$ cat config.mk
export PLATFORM = sky130hd
export DESIGN_NAME = edge_capture_counter
export DESIGN_NICKNAME = d
export VERILOG_FILES = /design/src/rtl/ecc_pkg.sv /design/src/rtl/ecc_pin_sync.sv /design/src/rtl/ecc_host_regs.sv /design/src/rtl/ecc_count_core.sv /design/src/rtl/edge_capture_counter.sv
export SDC_FILE = /design/constraint.sdc
export NUM_CORES = 1
export LEC_CHECK = 0
export BUFFER_PORTS_ARGS = -buffer_cell sky130_fd_sc_hd__buf_4
export CORE_ASPECT_RATIO = 0.5
export CORE_UTILIZATION = 55
export CTS_CLUSTER_SIZE = 40
export DETAILED_ROUTE_END_ITERATION = 7
export PLACE_DENSITY = 0.79
export REMOVE_ABC_BUFFERS = 1
export SYNTH_ARGS = -nofsm -noshare
export SYNTH_HDL_FRONTEND = slang
export SYNTH_HIERARCHICAL = 1
export SYNTH_SLANG_ARGS = --single-unit
$ cat constraint.sdc
create_clock -name clk -period 4.1 [get_ports clk]
set_clock_uncertainty 0.1 [all_clocks]
set_input_delay 0.82 -clock clk [delete_from_list [all_inputs] [get_ports clk]]
set_output_delay 0.82 -clock clk [all_outputs]
set_load 0.01 [all_outputs]
$ cat src/rtl/ecc_pkg.sv
// Shared encodings for the edge capture counter: edge kinds, start
// commands, configuration word layout and host register addresses.
package ecc_pkg;

    typedef enum logic [2:0] {
        EDGE_NONE = 3'b000,
        EDGE_RISE = 3'b001,
        EDGE_FALL = 3'b010,
        EDGE_ANY  = 3'b011
    } edge_sel_e;

    typedef enum logic [1:0] {
        START_IDLE  = 2'b00,
        START_TIMER = 2'b01,
        START_REG   = 2'b10,
        START_RSVD  = 2'b11
    } start_cmd_e;

    // configuration word, bit 7 down to bit 0
    typedef struct packed {
        logic       irq_en;
        logic       spare;
        logic [1:0] run_mode;   // [1] link, [0] continual
        logic       tmr_sel;
        logic [2:0] edge_sel;
    } cfg_t;

    localparam int RA_W = 3;
    localparam logic [RA_W-1:0] RA_CFG    = 3'd0;
    localparam logic [RA_W-1:0] RA_START  = 3'd1;
    localparam logic [RA_W-1:0] RA_SRC    = 3'd2;
    localparam logic [RA_W-1:0] RA_LIMIT  = 3'd3;
    localparam logic [RA_W-1:0] RA_COUNT  = 3'd4;
    localparam logic [RA_W-1:0] RA_FINAL  = 3'd5;
    localparam logic [RA_W-1:0] RA_LAST   = 3'd6;
    localparam logic [RA_W-1:0] RA_STATUS = 3'd7;

endpackage

$ cat src/rtl/ecc_pin_sync.sv
// Pin synchronizer and edge detector.
// Passes the asynchronous pin through STAGES flops, then compares the
// last stage with one more flop to flag rising and falling edges.
// Assumes each pin level lasts at least one clock to be seen.
module ecc_pin_sync #(
    parameter int STAGES = 2
) (
    input  logic clk,
    input  logic rst_n,
    input  logic pin_async,
    output logic rise,
    output logic fall
);
    localparam int TOP = STAGES - 1;

    logic [STAGES-1:0] sync_q;
    logic              prev_q;

    generate
        for (genvar g = 0; g < STAGES; g++) begin : g_stage
            if (g == 0) begin : g_first
                // first flop samples the raw pin
                always_ff @(posedge clk) begin
                    if (!rst_n) sync_q[0] <= 1'b0;
                    else        sync_q[0] <= pin_async;
                end
            end else begin : g_next
                // later flops shift the sampled level along
                always_ff @(posedge clk) begin
                    if (!rst_n) sync_q[g] <= 1'b0;
                    else        sync_q[g] <= sync_q[g-1];
                end
            end
        end
    endgenerate

    // remembers the previous synchronized level for edge comparison
    always_ff @(posedge clk) begin
        if (!rst_n) prev_q <= 1'b0;
        else        prev_q <= sync_q[TOP];
    end

    // edge flags for the current cycle
    always_comb begin
        rise = sync_q[TOP] & ~prev_q;
        fall = ~sync_q[TOP] & prev_q;
    end
endmodule

$ cat src/rtl/ecc_host_regs.sv
// Host register block.
// Holds the configuration, source address and limit registers, decodes
// start commands and the done-clear write, and muxes readback data.
// Assumes DW, CW and AW do not exceed HW.
module ecc_host_regs
    import ecc_pkg::*;
#(
    parameter int HW = 16,
    parameter int DW = 16,
    parameter int CW = 16,
    parameter int AW = 8
) (
    input  logic            clk,
    input  logic            rst_n,
    input  logic            wr_en,
    input  logic [RA_W-1:0] addr,
    input  logic [HW-1:0]   wdata,
    input  logic [CW-1:0]   count_q,
    input  logic [DW-1:0]   final_q,
    input  logic [DW-1:0]   last_q,
    input  logic            done_q,
    input  logic            halted_q,
    input  logic            armed_q,
    output cfg_t            cfg_q,
    output logic [AW-1:0]   src_addr_q,
    output logic [CW-1:0]   limit_q,
    output logic            start_go,
    output start_cmd_e      start_code,
    output logic            done_clr,
    output logic [HW-1:0]   rdata
);
    localparam int STAT_W = 3;

    logic [STAT_W-1:0] status_bits;

    // decodes write strobes into single-cycle command pulses
    always_comb begin
        start_code = start_cmd_e'(wdata[1:0]);
        start_go   = wr_en && (addr == RA_START) &&
                     ((start_code == START_TIMER) || (start_code == START_REG));
        done_clr   = wr_en && (addr == RA_STATUS) && wdata[0];
    end

    // stores host-writable configuration registers
    always_ff @(posedge clk) begin
        if (!rst_n) begin
            cfg_q      <= '0;
            src_addr_q <= '0;
            limit_q    <= '0;
        end else if (wr_en) begin
            case (addr)
                RA_CFG: begin
                    cfg_q       <= cfg_t'(wdata[7:0]);
                    cfg_q.spare <= 1'b0;
                end
                RA_SRC:   src_addr_q <= wdata[AW-1:0];
                RA_LIMIT: limit_q    <= wdata[CW-1:0];
                default:  ;
            endcase
        end
    end

    // selects the word shown on the read port
    always_comb begin
        status_bits = {armed_q, halted_q, done_q};
        case (addr)
            RA_CFG:    rdata = HW'(cfg_q);
            RA_SRC:    rdata = HW'(src_addr_q);
            RA_LIMIT:  rdata = HW'(limit_q);
            RA_COUNT:  rdata = HW'(count_q);
            RA_FINAL:  rdata = HW'(final_q);
            RA_LAST:   rdata = HW'(last_q);
            RA_STATUS: rdata = HW'(status_bits);
            default:   rdata = '0;
        endcase
    end
endmodule

$ cat src/rtl/ecc_count_core.sv
// Counting and capture core.
// Latches the edge kind and capture source at start, counts matching
// edges, records last and final captures and issues terminal pulses.
// Assumes run mode bits stay fixed during a series.
module ecc_count_core
    import ecc_pkg::*;
#(
    parameter int DW = 16,
    parameter int CW = 16
) (
    input  logic          clk,
    input  logic          rst_n,
    input  logic          rise,
    input  logic          fall,
    input  cfg_t          cfg_q,
    input  logic [CW-1:0] limit_q,
    input  logic          start_go,
    input  start_cmd_e    start_code,
    input  logic          done_clr,
    input  logic [DW-1:0] timer1,
    input  logic [DW-1:0] timer2,
    input  logic [DW-1:0] src_data,
    output logic [CW-1:0] count_q,
    output logic [DW-1:0] final_q,
    output logic [DW-1:0] last_q,
    output logic          armed_q,
    output logic          halted_q,
    output logic          done_q,
    output logic          term_q,
    output logic          link_q,
    output logic          hit
);
    edge_sel_e     esel_q;
    logic          tmr_q;
    logic          regmode_q;
    logic          edge_match;
    logic          at_limit;
    logic          fire;
    logic [CW:0]   next_cnt;
    logic [DW-1:0] cap_val;

    // matches the latched edge kind against detector flags
    always_comb begin
        case (esel_q)
            EDGE_RISE: edge_match = rise;
            EDGE_FALL: edge_match = fall;
            EDGE_ANY:  edge_match = rise | fall;
            default:   edge_match = 1'b0;
        endcase
    end

    // forms the counted-edge, limit compare and capture word
    always_comb begin
        hit      = armed_q & ~halted_q & ~start_go & edge_match;
        next_cnt = {1'b0, count_q} + 1'b1;
        at_limit = next_cnt >= {1'b0, limit_q};
        fire     = hit & at_limit;
        if (regmode_q)  cap_val = src_data;
        else if (tmr_q) cap_val = timer2;
        else            cap_val = timer1;
    end

    // latches edge kind and capture source on a start command
    always_ff @(posedge clk) begin
        if (!rst_n) begin
            esel_q    <= EDGE_NONE;
            tmr_q     <= 1'b0;
            regmode_q <= 1'b0;
        end else if (start_go) begin
            if (!cfg_q.edge_sel[2]) esel_q <= edge_sel_e'(cfg_q.edge_sel);
            tmr_q     <= cfg_q.tmr_sel;
            regmode_q <= (start_code == START_REG);
        end
    end

    // advances the count and the armed and halted state
    always_ff @(posedge clk) begin
        if (!rst_n) begin
            count_q  <= '0;
            armed_q  <= 1'b0;
            halted_q <= 1'b0;
        end else if (start_go) begin
            count_q  <= '0;
            armed_q  <= 1'b1;
            halted_q <= 1'b0;
        end else if (fire) begin
            if (cfg_q.run_mode[0]) begin
                count_q <= '0;
            end else begin
                count_q  <= next_cnt[CW-1:0];
                halted_q <= 1'b1;
            end
        end else if (hit) begin
            count_q <= next_cnt[CW-1:0];
        end
    end

    // records the last and final capture words
    always_ff @(posedge clk) begin
        if (!rst_n) begin
            last_q  <= '0;
            final_q <= '0;
        end else if (hit) begin
            last_q <= cap_val;
            if (at_limit) final_q <= cap_val;
        end
    end

    // issues one-cycle terminal and link pulses
    always_ff @(posedge clk) begin
        if (!rst_n) begin
            term_q <= 1'b0;
            link_q <= 1'b0;
        end else begin
            term_q <= fire;
            link_q <= fire & cfg_q.run_mode[1];
        end
    end

    // keeps the sticky done flag, set winning over clear
    always_ff @(posedge clk) begin
        if (!rst_n)        done_q <= 1'b0;
        else if (fire)     done_q <= 1'b1;
        else if (done_clr) done_q <= 1'b0;
    end
endmodule

$ cat src/rtl/edge_capture_counter.sv
// Input transition capture counter, top level.
// Ties the pin synchronizer, host registers and counting core together
// and gates the interrupt pulse with the host enable bit.
// Assumes the host changes run mode only between series.
module edge_capture_counter
    import ecc_pkg::*;
#(
    parameter int HW          = 16,
    parameter int DW          = 16,
    parameter int CW          = 16,
    parameter int AW          = 8,
    parameter int SYNC_STAGES = 2
) (
    input  logic            clk,
    input  logic            rst_n,
    input  logic            host_wr_en,
    input  logic [RA_W-1:0] host_addr,
    input  logic [HW-1:0]   host_wdata,
    output logic [HW-1:0]   host_rdata,
    input  logic            pin_in,
    input  logic [DW-1:0]   timer1,
    input  logic [DW-1:0]   timer2,
    output logic [AW-1:0]   src_addr,
    input  logic [DW-1:0]   src_data,
    output logic            irq,
    output logic            link_trig
);
    cfg_t          cfg_q;
    start_cmd_e    start_code;
    logic          start_go, done_clr;
    logic          rise, fall, hit;
    logic [CW-1:0] limit_q, count_q;
    logic [DW-1:0] final_q, last_q;
    logic          armed_q, halted_q, done_q, term_q, link_q;

    ecc_pin_sync #(.STAGES(SYNC_STAGES)) u_sync (
        .clk       (clk),
        .rst_n     (rst_n),
        .pin_async (pin_in),
        .rise      (rise),
        .fall      (fall)
    );

    ecc_host_regs #(.HW(HW), .DW(DW), .CW(CW), .AW(AW)) u_regs (
        .clk        (clk),
        .rst_n      (rst_n),
        .wr_en      (host_wr_en),
        .addr       (host_addr),
        .wdata      (host_wdata),
        .count_q    (count_q),
        .final_q    (final_q),
        .last_q     (last_q),
        .done_q     (done_q),
        .halted_q   (halted_q),
        .armed_q    (armed_q),
        .cfg_q      (cfg_q),
        .src_addr_q (src_addr),
        .limit_q    (limit_q),
        .start_go   (start_go),
        .start_code (start_code),
        .done_clr   (done_clr),
        .rdata      (host_rdata)
    );

    ecc_count_core #(.DW(DW), .CW(CW)) u_core (
        .clk        (clk),
        .rst_n      (rst_n),
        .rise       (rise),
        .fall       (fall),
        .cfg_q      (cfg_q),
        .limit_q    (limit_q),
        .start_go   (start_go),
        .start_code (start_code),
        .done_clr   (done_clr),
        .timer1     (timer1),
        .timer2     (timer2),
        .src_data   (src_data),
        .count_q    (count_q),
        .final_q    (final_q),
        .last_q     (last_q),
        .armed_q    (armed_q),
        .halted_q   (halted_q),
        .done_q     (done_q),
        .term_q     (term_q),
        .link_q     (link_q),
        .hit        (hit)
    );

    // drives the gated interrupt and the link pulse
    always_comb begin
        irq       = term_q & cfg_q.irq_en;
        link_trig = link_q;
    end
endmodule

## After elaboration in Yosys (flattened, before gate mapping)

Cells that the tools add are included.

- $add $sub $neg: 1
- $lt $le $gt $ge: 1
- Equal/unequal tests: 12
- Multiplexer cells: 9
- Bitwise gates (word level): 16
- Reductions and logical operators: 15

Operators by type and width:

| cell | count |
|---|---|
| $pmux W16 S7 | 1 |
| $mux W16 | 5 |
| $add A16 B1 Y17 const B | 1 |
| $ge A17 B16 Y1 | 1 |
| $eq A3 B3 Y1 const B | 4 |
| $reduce_and A2 Y1 | 6 |
| $and A1 B1 Y1 | 8 |
| $not A1 Y1 | 7 |
| $eq A2 B2 Y1 const B | 3 |
| $eq A3 B2 Y1 const B | 2 |
| $eq A2 B1 Y1 const B | 2 |
| $logic_and A1 B1 Y1 | 4 |
| $reduce_bool A2 Y1 | 2 |
| $eq A3 B1 Y1 const B | 1 |
| $logic_not A3 Y1 | 1 |
| $pmux W1 S3 | 1 |
| $mux W1 | 2 |
| $reduce_or A2 Y1 | 1 |
| $logic_or A1 B1 Y1 | 1 |
| $or A1 B1 Y1 | 1 |

- Register bits: 91
- Input port bits: 71
- Output and inout bits: 26
- Word-level logic and storage cells: 74

## Depth between registers and ports, before layout

- Word-level depth: 8
- Mapped depth: 13
- Gate-level depth less buffers: 12

## Modules after synthesis

Netlist, hierarchy kept.

Modules (own cells, without submodules):

| module | times used | cells an instance | area an instance (um^2) | sequential area each (um^2) |
|---|---|---|---|---|
| ecc_count_core | 1 | 417 | 3,246.9 | 1,141.1 |
| ecc_host_regs | 1 | 228 | 2,005.7 | 620.6 |
| ecc_pin_sync | 1 | 8 | 91.3 | 60.1 |
| edge_capture_counter | 1 | 1 | 6.3 | 0.0 |

## Worst setup path after synthesis

OpenSTA, ideal clock, no wires.

- Kind: register to register
- Start: reg u_core.count_q[0]
- End: reg u_core.final_q[0]
- Setup time: 72 ps
- Data arrival time: 2,936 ps
- Required time: 3,928 ps
- Setup slack: 992 ps
- Stages on the path, launching flop included: 13
- Path buffers: 1
- Clock period less this slack: 3,108 ps
- Path through: dfxtp_1 > ha_1 > nand3_2 > or3_1 > xnor2_1 > ha_1 > nand4_1 > nor2_1 > a221o_1 > a211oi_2 > a21o_1 > buf_6 > mux2i_1

- Word-level cells in the longest chain between the ends: 3

RTL lines:

| item | RTL line | source |
|---|---|---|
| start: declaration | ecc_count_core.sv:23 | `output logic [CW-1:0] count_q,` |
| start signal: assignment | ecc_count_core.sv:90 | `count_q <= next_cnt[CW-1:0];` |
| start signal: assignment | ecc_count_core.sv:94 | `count_q <= next_cnt[CW-1:0];` |
| $add A16 B1 Y17 | ecc_count_core.sv:55 | `next_cnt = {1'b0, count_q} + 1'b1;` |
| $ge A17 B16 Y1 | ecc_count_core.sv:56 | `at_limit = next_cnt >= {1'b0, limit_q};` |
| $reduce_and A2 Y1 (no source line) | n/a |  |
| end signal: assignment | ecc_count_core.sv:105 | `if (at_limit) final_q <= cap_val;` |
| end: declaration | ecc_count_core.sv:24 | `output logic [DW-1:0] final_q,` |

Every way passes these cells.
A chain may end at the register's enable or synchronous reset.

## Worst setup path in the final report

- Start: reg u_core.count_q[0]
- End: reg u_core.count_q[1]

- Word-level cells in the longest chain between the ends: 4
- Elaborated cells on any way between the ends: 7
- Those cells by class: 1 x add/sub; 1 x order compare; 3 x mux; 1 x bitwise; 1 x reduce/logical

RTL lines:

| item | RTL line | source |
|---|---|---|
| $add A16 B1 Y17 * | ecc_count_core.sv:55 |  |
| $ge A17 B16 Y1 | ecc_count_core.sv:56 |  |
| $and A1 B1 Y1 | ecc_count_core.sv:57 | `fire = hit & at_limit;` |
| $mux W16 / $reduce_bool A2 Y1 (equally long branches) | n/a |  |

Every way passes the cells marked *; elsewhere a longest branch is shown, timed or not. The select of a mux whose other input is x is not followed.

==> summary.txt <==
Global route
  – Antenna violations before repair: 0
  – Vias in the first global route: ~4700
  – First-pass GRT wire length: between 20000 and 25000 um
  – Largest net degree at the start of global routing: 56
  – GRT Total Usage: 31.6%
  – Total global routing overflow: 0

Run
  – Max-cap violation count: 0

Synthesis
  – Synth warn: 6
  – Mapped cell area: about 0.0053 mm2
  – Syn avg cell area: about 8 um2
  – Cell count after synthesis: 652

Clock tree
  – Setup bufs post-CTS: 0
  – Clk buf depth: 2
  – Clock-pin slew on the worst setup and hold paths: around 0.07 ns
  – CTS sink cnt: 91
  – Clk Latency, worst-skew pair: between 0.3 and 0.4 ns
  – CTS Buf Count: 9
  – Hold-fix buffers, CTS: 0
  – Clock Tree Root: clkbuf_16
  – Post-cts sizing count: 0
  – H-tree Lvls: 3
  – CTS tree: yes

Placed design
  – Placed instance count: 840
  – DP Area: 0.00604 mm2
  – Routability Congestion: slightly below 1
  – Port buffer count: 96
  – Dpl hpwl: approximately 11000 um

Floorplanning
  – Die X: between 100 and 150 um
  – Top Ports: 97
  – Placeable Area: around 0.0091 mm2
  – Die height: roughly 72 um
  – Die Area: 0.0101 mm2
  – Initial Util: 58.9%
  – Site Rows: 24

Timing
  – RSZ-0062 raised after global routing: false
  – Total Negative Setup Slacks: 0 ns
  – Max Freq: 265 MHz
  – Final min period: 3.77 ns
  – Actual slew at the worst max-slew pin: about 1.2 ns
  – Final Setup Violations: 0
  – Worst slew margin: 17.0%
  – Period utilization: between 90 and 100%
  – Fin Hold WS: roughly 0.34 ns
  – Final hold violation count: 0
  – Slew Limit Fails: 0

Worst setup path
  – CP dominant cell by count: ha_1
  – Reg-to-reg slack, setup: between 0.3 and 0.4 ns
  – Critical path peak fanout: 12
  – Crit Path Category: reg2reg
  – Critical path's slowest cell: a31oi_1
  – CP Capture Type: flop
  – Crit path cell chain: ha_1, nand3_2, or3_1, xnor2_1, ha_1, nand4_1, nor4_1, a31oi_1, a41oi_1, nor2_1
  – Critical path data arrival time: a little under 4 ns
  – Delay of the slowest cell on the worst path: approximately 0.53 ns
  – Startpoint Class: flop
  – Required time worst endpoint: around 4.2 ns

Cells and area
  – Area grow syn2layout: 18.4%
  – Fin cells: approximately 860
  – Cell area after layout: ~0.0063 mm2
  – Final core occ: a little over two thirds
  – Number of diodes: 0
  – Share of layout cells above drive strength 1: about a fifth
  – Fin nets: 809

Routing
  – First-pass DRT Iterations: 5
  – Vias: about 5000
  – WL per Instance: about 18 um
  – Via density: approximately 5.8
  – Initial drt markers: 524
  – Drc violations: 0
  – Post-detailed-route count of antenna-violating nets: 0
  – DRT Wirelength: 15200 um

Power and ir drop
  – Switch share: between 20% and 30%
  – Combinational power share: between 10% and 20%
  – Maximum vdd drop: roughly 220 uV
  – P_leak: roughly 2.5 nW
  – Seq pwr share: a little under half
  – Net Sw Power: between 0.4 and 0.5 mW
  – Clk network pwr share: 42.1%
  – Pwr/cell area: between 200 and 300 mW/mm2
  – Pint: around 1.4 mW

Min path
  – Min-delay worst type: reg2reg

Outcome
  – Outcome: finished clean
==> per-layer routing <==
| layer | vias to the layer above | GRT usage (%) | part of all wire (%) |
|---|---|---|---|
| met3 | 13 | 6.48 | 8.3 |
| met4 | 0 | 8.09 | 0.97 |
| li1 | 2408 | - | - |
| met2 | 222 | 48.1 | 44 |
| met5 | - | 0 | 0 |
| met1 | 2354 | 45.6 | 47 |
==> per-stage QoR <==
stage                     setup WS [ns]  total power [mW]
after floorplan                   0.228             0.993
after global placement            0.661              1.11
after detailed placement          0.505              1.11
after CTS                         0.475              1.90
after global routing             0.0666              1.95
final                             0.327              1.89
==> worst max-delay path: cells and delay by family (launching register included) <==
family / cells / cell delay (ns)
simple gates: 5 / 1.38
compound gates: 2 / 0.93
fa+ha+maj: 2 / 0.60
flops: 1 / 0.47
xor+xnor: 1 / 0.15
==> power by group through the flow <==
| stage | clock, mW | sequential (mW) | combinational, mW |
|---|---|---|---|
| 4_1_cts | 0.802 | 0.899 | 0.194 |
| 3_3_place_gp | 0 | 0.919 | 0.190 |
| 5_1_grt | 0.840 | 0.900 | 0.211 |
| 2_1_floorplan | 0 | 0.917 | 0.0751 |
| 3_5_place_dp | 0 | 0.919 | 0.193 |
| 6_report | 0.797 | 0.899 | 0.197 |
==> path summary, 6_finish.rpt <==
path	to	startpoint	cells after the start
max	u_core/count_q[1]	u_core/count_q[0]	10
max reg2reg	u_core/count_q[1]	u_core/count_q[0]	10
min	u_sync/sync_q[1]	u_sync/sync_q[0]	1
min reg2reg	u_sync/sync_q[1]	u_sync/sync_q[0]	1
==> registers in the layout, indices dropped and copies added, names as in the netlist, 2 cells and up <==
register / cells
u_core/esel_q: 2
u_regs/limit_q: 16
u_regs/cfg_q: 7
u_core/count_q: 16
u_core/last_q: 16
u_core/final_q: 16
u_sync/sync_q: 2
u_regs/src_addr_q: 8
==> final cells by class <==
class / count / area (um2)
clock buffer: 9 / 225
clock inverter: 7 / 57.6
fill: 773 / 2750
inverter: 22 / 82.6
multi-input combinational: 489 / 3160
sequential: 91 / 1820
tap: 130 / 163
timing repair buffer: 108 / 811
==> cell usage in the layout (no fill, tap or decap), drive strengths merged, types with 4 or more instances in the layout <==
master and count:
nand2b 5, nand2 144, xor2 7, dfxtp 91, nor2 22, a221oi 9
mux2 7, and3 4, mux2i 68, nor2b 22, nor3 5, nand3 24
inv 24, a31oi 5, clkbuf 9, ha 17, a21oi 34, o21ai 22
a21boi 16, nand4 10, o211ai 12, buf 108, and2 6, nor4 5
xnor2 8
No activity file was read; power rests on OpenSTA's default activity.
